[config.mk]
export PLATFORM = sky130hd
export DESIGN_NAME = nuca_home_mapper
export DESIGN_NICKNAME = d
export VERILOG_FILES = /design/src/rtl/nuca_pkg.sv /design/src/rtl/nuca_addr_map.sv /design/src/rtl/nuca_hop_calc.sv /design/src/rtl/nuca_slot_pool.sv /design/src/rtl/nuca_home_mapper.sv
export SDC_FILE = /design/constraint.sdc
export NUM_CORES = 1
export LEC_CHECK = 0
export ABC_CLOCK_PERIOD_IN_PS = 3990
export BUFFER_PORTS_ARGS = -buffer_cell sky130_fd_sc_hd__buf_4
export CAP_MARGIN = 0
export CORE_ASPECT_RATIO = 1.75
export CORE_MARGIN = 1
export CORE_UTILIZATION = 41
export CTS_CLUSTER_SIZE = 20
export DETAILED_ROUTE_END_ITERATION = 16
export GPL_ROUTABILITY_DRIVEN = 0
export GPL_TIMING_DRIVEN = 0
export RECOVER_POWER = 100
export SYNTH_ARGS = -nofsm -noshare
export SYNTH_HDL_FRONTEND = slang
export SYNTH_HIERARCHICAL = 1
export SYNTH_SLANG_ARGS = --single-unit
[constraint.sdc]
create_clock -name clk -period 3.99 [get_ports clk]
set_input_delay 0.5985 -clock clk [delete_from_list [all_inputs] [get_ports clk]]
set_output_delay 0.5985 -clock clk [all_outputs]
set_load 0.05 [all_outputs]
[src/rtl/nuca_pkg.sv]
package nuca_pkg;

    localparam int ADDR_W    = 32;
    localparam int OFF_W     = 6;
    localparam int SET_W     = 10;
    localparam int MESH_DIM  = 4;
    localparam int PAGE_W    = 12;
    localparam int SLOTS     = 8;
    localparam int TXN_W     = 4;
    localparam int BANK_CYC  = 10;
    localparam int HOP_CYC   = 2;

    localparam int TILES     = MESH_DIM * MESH_DIM;
    localparam int TILE_W    = $clog2(TILES);
    localparam int AXIS_W    = $clog2(MESH_DIM);
    localparam int MAX_HOPS  = 2 * (MESH_DIM - 1);
    localparam int HOP_W     = $clog2(MAX_HOPS + 1);
    localparam int MAX_LAT   = BANK_CYC + 2 * HOP_CYC * MAX_HOPS;
    localparam int LAT_W     = $clog2(MAX_LAT + 1);
    localparam int SLOT_W    = $clog2(SLOTS);

    typedef enum logic {
        MAP_BLOCK = 1'b0,
        MAP_PAGE  = 1'b1
    } map_mode_e;

    typedef logic [TILE_W-1:0] tile_t;
    typedef logic [SET_W-1:0]  set_t;
    typedef logic [TXN_W-1:0]  txn_t;
    typedef logic [LAT_W-1:0]  lat_t;

    typedef struct packed {
        txn_t  txn;
        tile_t src;
        tile_t home;
        set_t  set_idx;
    } req_info_t;

    function automatic logic [AXIS_W-1:0] tile_row(input tile_t t);
        return t[TILE_W-1:AXIS_W];
    endfunction

    function automatic logic [AXIS_W-1:0] tile_col(input tile_t t);
        return t[AXIS_W-1:0];
    endfunction

    function automatic logic [AXIS_W-1:0] axis_dist(input logic [AXIS_W-1:0] a,
                                                    input logic [AXIS_W-1:0] b);
        return (a > b) ? (a - b) : (b - a);
    endfunction

endpackage

[src/rtl/nuca_addr_map.sv]
module nuca_addr_map
    import nuca_pkg::*;
#(
    parameter int AW    = ADDR_W,
    parameter int OW    = OFF_W,
    parameter int SW    = SET_W,
    parameter int TW    = TILE_W,
    parameter int PW    = PAGE_W
) (
    input  logic          mode,
    input  logic [AW-1:0] addr,
    output logic [TW-1:0] home,
    output logic [SW-1:0] set_idx
);

    localparam int BLK_TILE_LSB = OW;
    localparam int BLK_SET_LSB  = OW + TW;
    localparam int PG_TILE_LSB  = PW;
    localparam int PG_SET_LSB   = OW;

    logic [TW-1:0] blk_home;
    logic [SW-1:0] blk_set;
    logic [TW-1:0] pg_home;
    logic [SW-1:0] pg_set;

    // Block-interleaved: tile bits sit directly above the block offset.
    assign blk_home = addr[BLK_TILE_LSB +: TW];
    assign blk_set  = addr[BLK_SET_LSB  +: SW];

    // Page-colored: tile count is a power of two, so the modulo keeps the
    // low bits of the page number.
    assign pg_home  = addr[PG_TILE_LSB +: TW];
    assign pg_set   = addr[PG_SET_LSB  +: SW];

    always_comb begin
        if (map_mode_e'(mode) == MAP_PAGE) begin
            home    = pg_home;
            set_idx = pg_set;
        end else begin
            home    = blk_home;
            set_idx = blk_set;
        end
    end

endmodule

[src/rtl/nuca_hop_calc.sv]
module nuca_hop_calc
    import nuca_pkg::*;
#(
    parameter int BANK = BANK_CYC,
    parameter int HOP  = HOP_CYC
) (
    input  tile_t src,
    input  tile_t dst,
    output logic [HOP_W-1:0] hops,
    output lat_t  latency
);

    logic [AXIS_W-1:0] d_row;
    logic [AXIS_W-1:0] d_col;

    always_comb begin
        d_row   = axis_dist(tile_row(src), tile_row(dst));
        d_col   = axis_dist(tile_col(src), tile_col(dst));
        hops    = HOP_W'(d_row) + HOP_W'(d_col);
        // Hops are paid once on the way out and once on the way back.
        latency = LAT_W'(BANK) + LAT_W'(2 * HOP) * LAT_W'(hops);
    end

endmodule

[src/rtl/nuca_slot_pool.sv]
module nuca_slot_pool
    import nuca_pkg::*;
#(
    parameter int N  = SLOTS,
    parameter int NW = SLOT_W
) (
    input  logic      clk,
    input  logic      rst,
    input  logic      alloc,
    input  req_info_t alloc_info,
    input  lat_t      alloc_lat,
    output logic      all_busy,
    output logic      out_valid,
    output req_info_t out_info
);

    logic      busy_q [N];
    lat_t      cnt_q  [N];
    req_info_t info_q [N];

    logic [N-1:0]  expired;
    logic [N-1:0]  busy_vec;
    logic [NW-1:0] free_idx;
    logic [NW-1:0] sel_idx;

    always_comb begin
        for (int i = 0; i < N; i++) begin
            busy_vec[i] = busy_q[i];
            expired[i]  = busy_q[i] && (cnt_q[i] == '0);
        end
    end

    assign all_busy  = &busy_vec;
    assign out_valid = |expired;

    // Lowest free slot for allocation, lowest expired slot for return.
    always_comb begin
        free_idx = '0;
        sel_idx  = '0;
        for (int i = N - 1; i >= 0; i--) begin
            if (!busy_vec[i]) free_idx = NW'(i);
            if (expired[i])   sel_idx  = NW'(i);
        end
    end

    assign out_info = info_q[sel_idx];

    always_ff @(posedge clk) begin
        if (rst) begin
            for (int i = 0; i < N; i++) begin
                busy_q[i] <= 1'b0;
                cnt_q[i]  <= '0;
                info_q[i] <= '0;
            end
        end else begin
            for (int i = 0; i < N; i++) begin
                if (out_valid && (sel_idx == NW'(i))) begin
                    busy_q[i] <= 1'b0;
                end else if (alloc && !busy_q[i] && (free_idx == NW'(i))) begin
                    busy_q[i] <= 1'b1;
                    cnt_q[i]  <= alloc_lat - lat_t'(1);
                    info_q[i] <= alloc_info;
                end else if (busy_q[i] && (cnt_q[i] != '0)) begin
                    cnt_q[i]  <= cnt_q[i] - lat_t'(1);
                end
            end
        end
    end

endmodule

[src/rtl/nuca_home_mapper.sv]
module nuca_home_mapper
    import nuca_pkg::*;
(
    input  logic              clk,
    input  logic              rst,
    input  logic              map_mode,
    input  logic              req_valid,
    output logic              req_ready,
    input  logic [TILE_W-1:0] req_src,
    input  logic [ADDR_W-1:0] req_addr,
    input  logic [TXN_W-1:0]  req_txn,
    output logic              cpl_valid,
    output logic [TXN_W-1:0]  cpl_txn,
    output logic [TILE_W-1:0] cpl_src,
    output logic [TILE_W-1:0] cpl_home,
    output logic [SET_W-1:0]  cpl_set
);

    tile_t            home;
    set_t             set_idx;
    logic [HOP_W-1:0] hops;
    lat_t             latency;
    logic             all_busy;
    logic             accept;
    req_info_t        new_info;
    req_info_t        done_info;

    nuca_addr_map u_map (
        .mode    (map_mode),
        .addr    (req_addr),
        .home    (home),
        .set_idx (set_idx)
    );

    nuca_hop_calc u_hops (
        .src     (req_src),
        .dst     (home),
        .hops    (hops),
        .latency (latency)
    );

    assign req_ready = !all_busy;
    assign accept    = req_valid && req_ready;

    always_comb begin
        new_info.txn     = req_txn;
        new_info.src     = req_src;
        new_info.home    = home;
        new_info.set_idx = set_idx;
    end

    nuca_slot_pool u_pool (
        .clk        (clk),
        .rst        (rst),
        .alloc      (accept),
        .alloc_info (new_info),
        .alloc_lat  (latency),
        .all_busy   (all_busy),
        .out_valid  (cpl_valid),
        .out_info   (done_info)
    );

    assign cpl_txn  = done_info.txn;
    assign cpl_src  = done_info.src;
    assign cpl_home = done_info.home;
    assign cpl_set  = done_info.set_idx;

endmodule

---- Word-level counts from Yosys, hierarchy flattened ----
Memory sizes are Yosys's and may differ from the RTL's.
Index checks and enable logic that the tools add are counted.
W data, S select, Z words.
word-level totals
  word-level logic and storage cells ...... 302
  output and inout port bits .............. 24
  memories kept ........................... 3
  bits of input ports ..................... 44
  register bits after elaboration ......... 0
  memory bits (writable) .................. 232
operators by class
  equal/unequal tests ..................... 14
  bitwise logic cells ..................... 40
  reduce and logical (&&, ||, !) cells .... 70
  add/subtract/negate cells ............... 15
  mux-type cells .......................... 158
  magnitude comparators ................... 2
memory list
  name           depth  width  rd ports  clocked after memory_dff  wr ports  line                  RTL
  u_pool.info_q  8      22     1         0                         8         nuca_slot_pool.sv:19  req_info_t info_q [N];
  u_pool.cnt_q   8      6      8         0                         8         nuca_slot_pool.sv:18  lat_t cnt_q [N];
  u_pool.busy_q  8      1      8         0                         8         nuca_slot_pool.sv:17  logic busy_q [N];
operators with widths
  operator               number
  $mux W22               8
  $mux W1                114
  $mux W6                16
  $sub A6 B1 Y6 const B  9
  $logic_not A6 Y1       8
  $mux W3                16
  $reduce_bool A6 Y1     8
  $logic_and A1 B1 Y1    41
  $or A1 B1 Y1           40
  $eq A3 B3 Y1 const B   8
  $eq A3 B2 Y1 const B   4
  $mux W10               1
  $logic_not A1 Y1       9
  $reduce_and A8 Y1      1
  $reduce_or A8 Y1       1
  $sub A2 B2 Y2          4
  $add A4 B5 Y6 const A  1
  $eq A3 B1 Y1 const B   2
  $logic_not A3 Y1       2
  $gt A2 B2 Y1           2
  $mux W2                2
  $mux W4                1
  $add A2 B2 Y3          1

---- Longest topological paths before layout ----
  depth in word-level cells ............... 17
  depth in mapped cells ................... 14

---- Cells and area by module ----
The synthesis kept the hierarchy.
modules (own cells, without submodules)
  module            times used  cells each  area each (sq um)
  nuca_slot_pool    1           994         11330.9
  nuca_hop_calc     1           36          304.0
  nuca_addr_map     1           15          168.9
  nuca_home_mapper  1           2           10.0

---- Worst setup path after synthesis ----
OpenSTA, ideal clock, no wires.
  path type ............................... in2reg
  start ................................... input port map_mode
  end ..................................... memory u_pool/cnt_q[0][10] in the netlist's numbering, data pin
  buffers on the path ..................... 1
  library setup time ...................... 0.266 ns
  setup slack ............................. 0.346 ns
  stages .................................. 12
  arrival ................................. 3.378 ns
  cells stage by stage .................... buf_6 mux2_2 ha_1 fa_1 or3_1 o211ai_2 fa_1 xor2_1 xor2_1 nor2_1 a21oi_1 nor2_1
RTL lines
  element             line                   RTL
  start: declaration  nuca_home_mapper.sv:6  input logic map_mode,
  end: declaration    nuca_slot_pool.sv:18

==> out/results.ini <==
[grt]
gr-total-overflow = 0
grt_max_degree = 23
antenna_found_initial = 0
grt_pass1_vias = 8569
grt_usage_pct = 22.72
grt_pass1_wl_um = 48820

[timing]
report.final.slew_viol_count = 0
relSlewSlack_pct = 11.09
tightest_slew_ns = 1.332
finalCriticalPeriod_ns = 3.851
finalSetupViolations = 0
skew_ns = 0.01219
max_freq_ghz = 0.2597
setup-tns-final_ns = 0
fin_crit_sh_pct = 96.52
finalHoldViolations = 0
rsz0062_at_grt = false

[worst_setup_path]
critPathKind = in2reg
critical_path_required_ns = 4.23
startpoint_type = primary input
cp-end-kind = register
worst_path_max_delay_cell = xor2_2
worstReg2RegStart = u_pool/busy_q[0][1]$_SDFFCE_PN0P_
cpPeakStageDelay_ns = 0.60
path_cells = buf_4 -> buf_6 -> mux2_1 -> ha_1 -> fa_1 -> or3_1 -> o211ai_2 -> fa_1 -> xor2_1 -> xor2_2 -> nor2_1 -> a21oi_1 -> nor2_1
crit_start = map_mode
crit_family = adder cells
path_buf_inv = 2
worstPathArrival_ns = 4.10
crit_path_max_fanout = 10

[synthesis]
synth_compound_gate_area_share_pct = 11.12
synth-edff-count = 232
avgSynthCellArea_um2 = 11.28
synthAdderAreaFrac_pct = 2.838
synthArstFlopShare_pct = 0
yosys_warnings = 6
syn_nets = 1116
synth_xor_area_share_pct = 2.743
synthSimpleGateAreaFrac_pct = 15.83
synthFlopType = edfxtp_1
synth_top_family_by_area = simple AND/OR/NAND/NOR gates
ys_types = 52
synth_area_leaders = edfxtp_1 (59%), nor2_1 (5.4%), o22ai_1 (4.1%), nand2_1 (3.1%), nor3b_1 (2.9%)
synth-seq-area-share_pct = 58.97
synth.top_cell.area_share_pct = 58.97
synth_cells = 1047
yosys.area.top_type = edfxtp_1
muxShareOfSynthArea_pct = 3.379
syn_area_um2 = 11810
ys_ff_latch = 232

[worst_hold_path]
hold_class = in2reg
min_from = req_txn[0]

[power_and_ir_drop]
pwr_density_cell_nw_per_um2 = 491.2
fin_total_pwr_uw = 6586
seqPwrFrac_pct = 45.2
share_comb_of_total_power_pct = 23.3
max-vdd-ir-drop_uv = 318.1
swShare_pct = 30.84
clkPwrFrac_pct = 31.4
p_leak_uw = 0.005186
p_int_uw = 4555
switching_power_uw = 2031

[place]
dp_hpwl_um = 22340
portBuffers = 48

[job]
maxCapViolCount = 0

[routing]
drt-vias-per-instance = 5.612
route.detailed.drc = 0
ant_nets = 0
wl_per_cell_um = 21.54
drt_pass1_iterations = 7
vias = 8479
routed_wl_um = 32540
drtIter0Drc = 695

[floorplan]
start_util_pct = 41.93
io_pins = 68
core_area_um2 = 28170
die_y_um = 226.6
rows = 81
die_w_um = 130.3
die_area_um2 = 29520

[cts]
clk_path_buf_depth = 3
clk_latency_ns = 0.51
htreeDepth = 1
cts-root-buf = clkbuf_16
cts_made_buffers = 23
path_clk_slew_ns = 0.06
cts.sinks = 232
cts_hold_buf = 0
cts_tree = done

[status]
status = completed

[finish]
nNetsFinal = 1193
drive_gt1_share_pct = 12.92
syn_to_final_growth_pct = 13.48
fillCellCount = 2663
antenna_cells = 0

[cells in the mapped netlist (7+ instances only)]
cell type / number
o22ai_1: 77
nand2b_1: 8
o211ai_1: 23
nor3_1: 12
a21oi_1: 11
clkbuf_1: 45
inv_1: 70
nor2_1: 169
nand3_1: 13
buf_2: 15
mux2_2: 15
mux2i_1: 23
o221ai_1: 22
and2_1: 7
nor3b_1: 46
nand4_1: 7
a22oi_1: 22
nand2_1: 97
ha_1: 22
or3_1: 9
xnor2_1: 20
xor2_1: 17
edfxtp_1: 232
[metal layers]
metal / GRT usage (%) / vias up / share of wire (%)
met3: 1.817 / 60 / 3.9
met4: 8.890 / 0 / 3.5
met5: 0 / - / 0
met2: 43.94 / 272 / 56
li1: - / 3951 / -
met1: 24.96 / 4196 / 37
[state kept, by name (all words and copies together), names as in the netlist]
signal	cells
u_pool/cnt_q	48
u_pool/busy_q	8
u_pool/info_q	176
[cell type report]
cell class              instances  area [um2]  share of cell area [%]
plain buffers                  70       354.1                   2.641
clock buffers                  27       590.6                   4.405
clock inverters                12       105.1                  0.7839
inverters                      70       262.8                   1.960
multi-input cells             675        4282                   31.94
flip-flops and latches        232        6967                   51.96
well taps                     373       466.7                   3.481
repair buffers                 52       379.1                   2.828
[kinds of logic after synthesis]
logic type / Yosys count
AND/OR/NAND/NOR: 394
flip-flops: 232
AO/OA/AOI/OAI: 179
buffers and inverters: 140
multiplexers: 38
XOR/XNOR: 37
adder cells (fa/ha/maj): 25
other: 2
[per-stage QoR]
stage	area (um2)	std cells	setup WS (ns)	util, %	hold WS [ns]
CTS	13400	1507	0.005317	47.54	0.5347
finish	13410	1511	0.1387	47.58	0.5450
global route	13410	1511	0.009707	47.58	0.5791
detailed placement	12640	1468	-0.7014	44.87	0.6116
floorplan	11810	1047	0.3464	-	0.5870
global placement	12640	1468	-0.6291	44.87	0.6115
[final timing paths]
path,endpoint,slack (ns),cells after the start
setup / recovery,u_pool/cnt_q[0][10]$_SDFFCE_PN0P_,0.14,13
hold / removal,u_pool/info_q[7][18]$_DFFE_PP_,0.54,3
setup reg to reg,u_pool/info_q[7][6]$_DFFE_PP_,0.52,8
hold reg to reg,u_pool/cnt_q[1][6]$_DFFE_PP_,0.63,1
[power by group through the flow]
stage,Combinational (uW),Sequential [uW],Clock [uW]
final,1540,2980,2070
after global routing,1650,3000,2180
after CTS,1540,2980,2100
after detailed placement,1510,3030,0
after global placement,1490,3020,0
after floorplan,1030,3000,0
[worst min-delay path, cell delays in order]
cell,delay [ns]
buf_4,0.08
nand2_1,0.15
inv_1,0.12
[repair_timing]
item,4_1_cts,5_1_grt
pin swaps,1,2
resized for setup,15,18
endpoints found under the hold margin,0,0
setup endpoints to repair,43,22
buffers inserted,0,4
[cell usage in the layout (no fill, tap or decap), drive strengths merged, types with 11 or more instances in the layout]
cell type  synthesis  routed
edfxtp           232     232
nor2             169     169
nand2             98      98
clkbuf            45      92
o22ai             79      79
inv               70      70
buf               25      57
nor3b             47      47
o211ai            24      24
mux2i             23      23
o221ai            23      23
ha                22      22
a22oi             22      22
xnor2             20      20
xor2              17      17
mux2              15      15
nand3             15      15
nor3              12      12
a21oi             11      11
No activity file was read; power rests on OpenSTA's default activity.
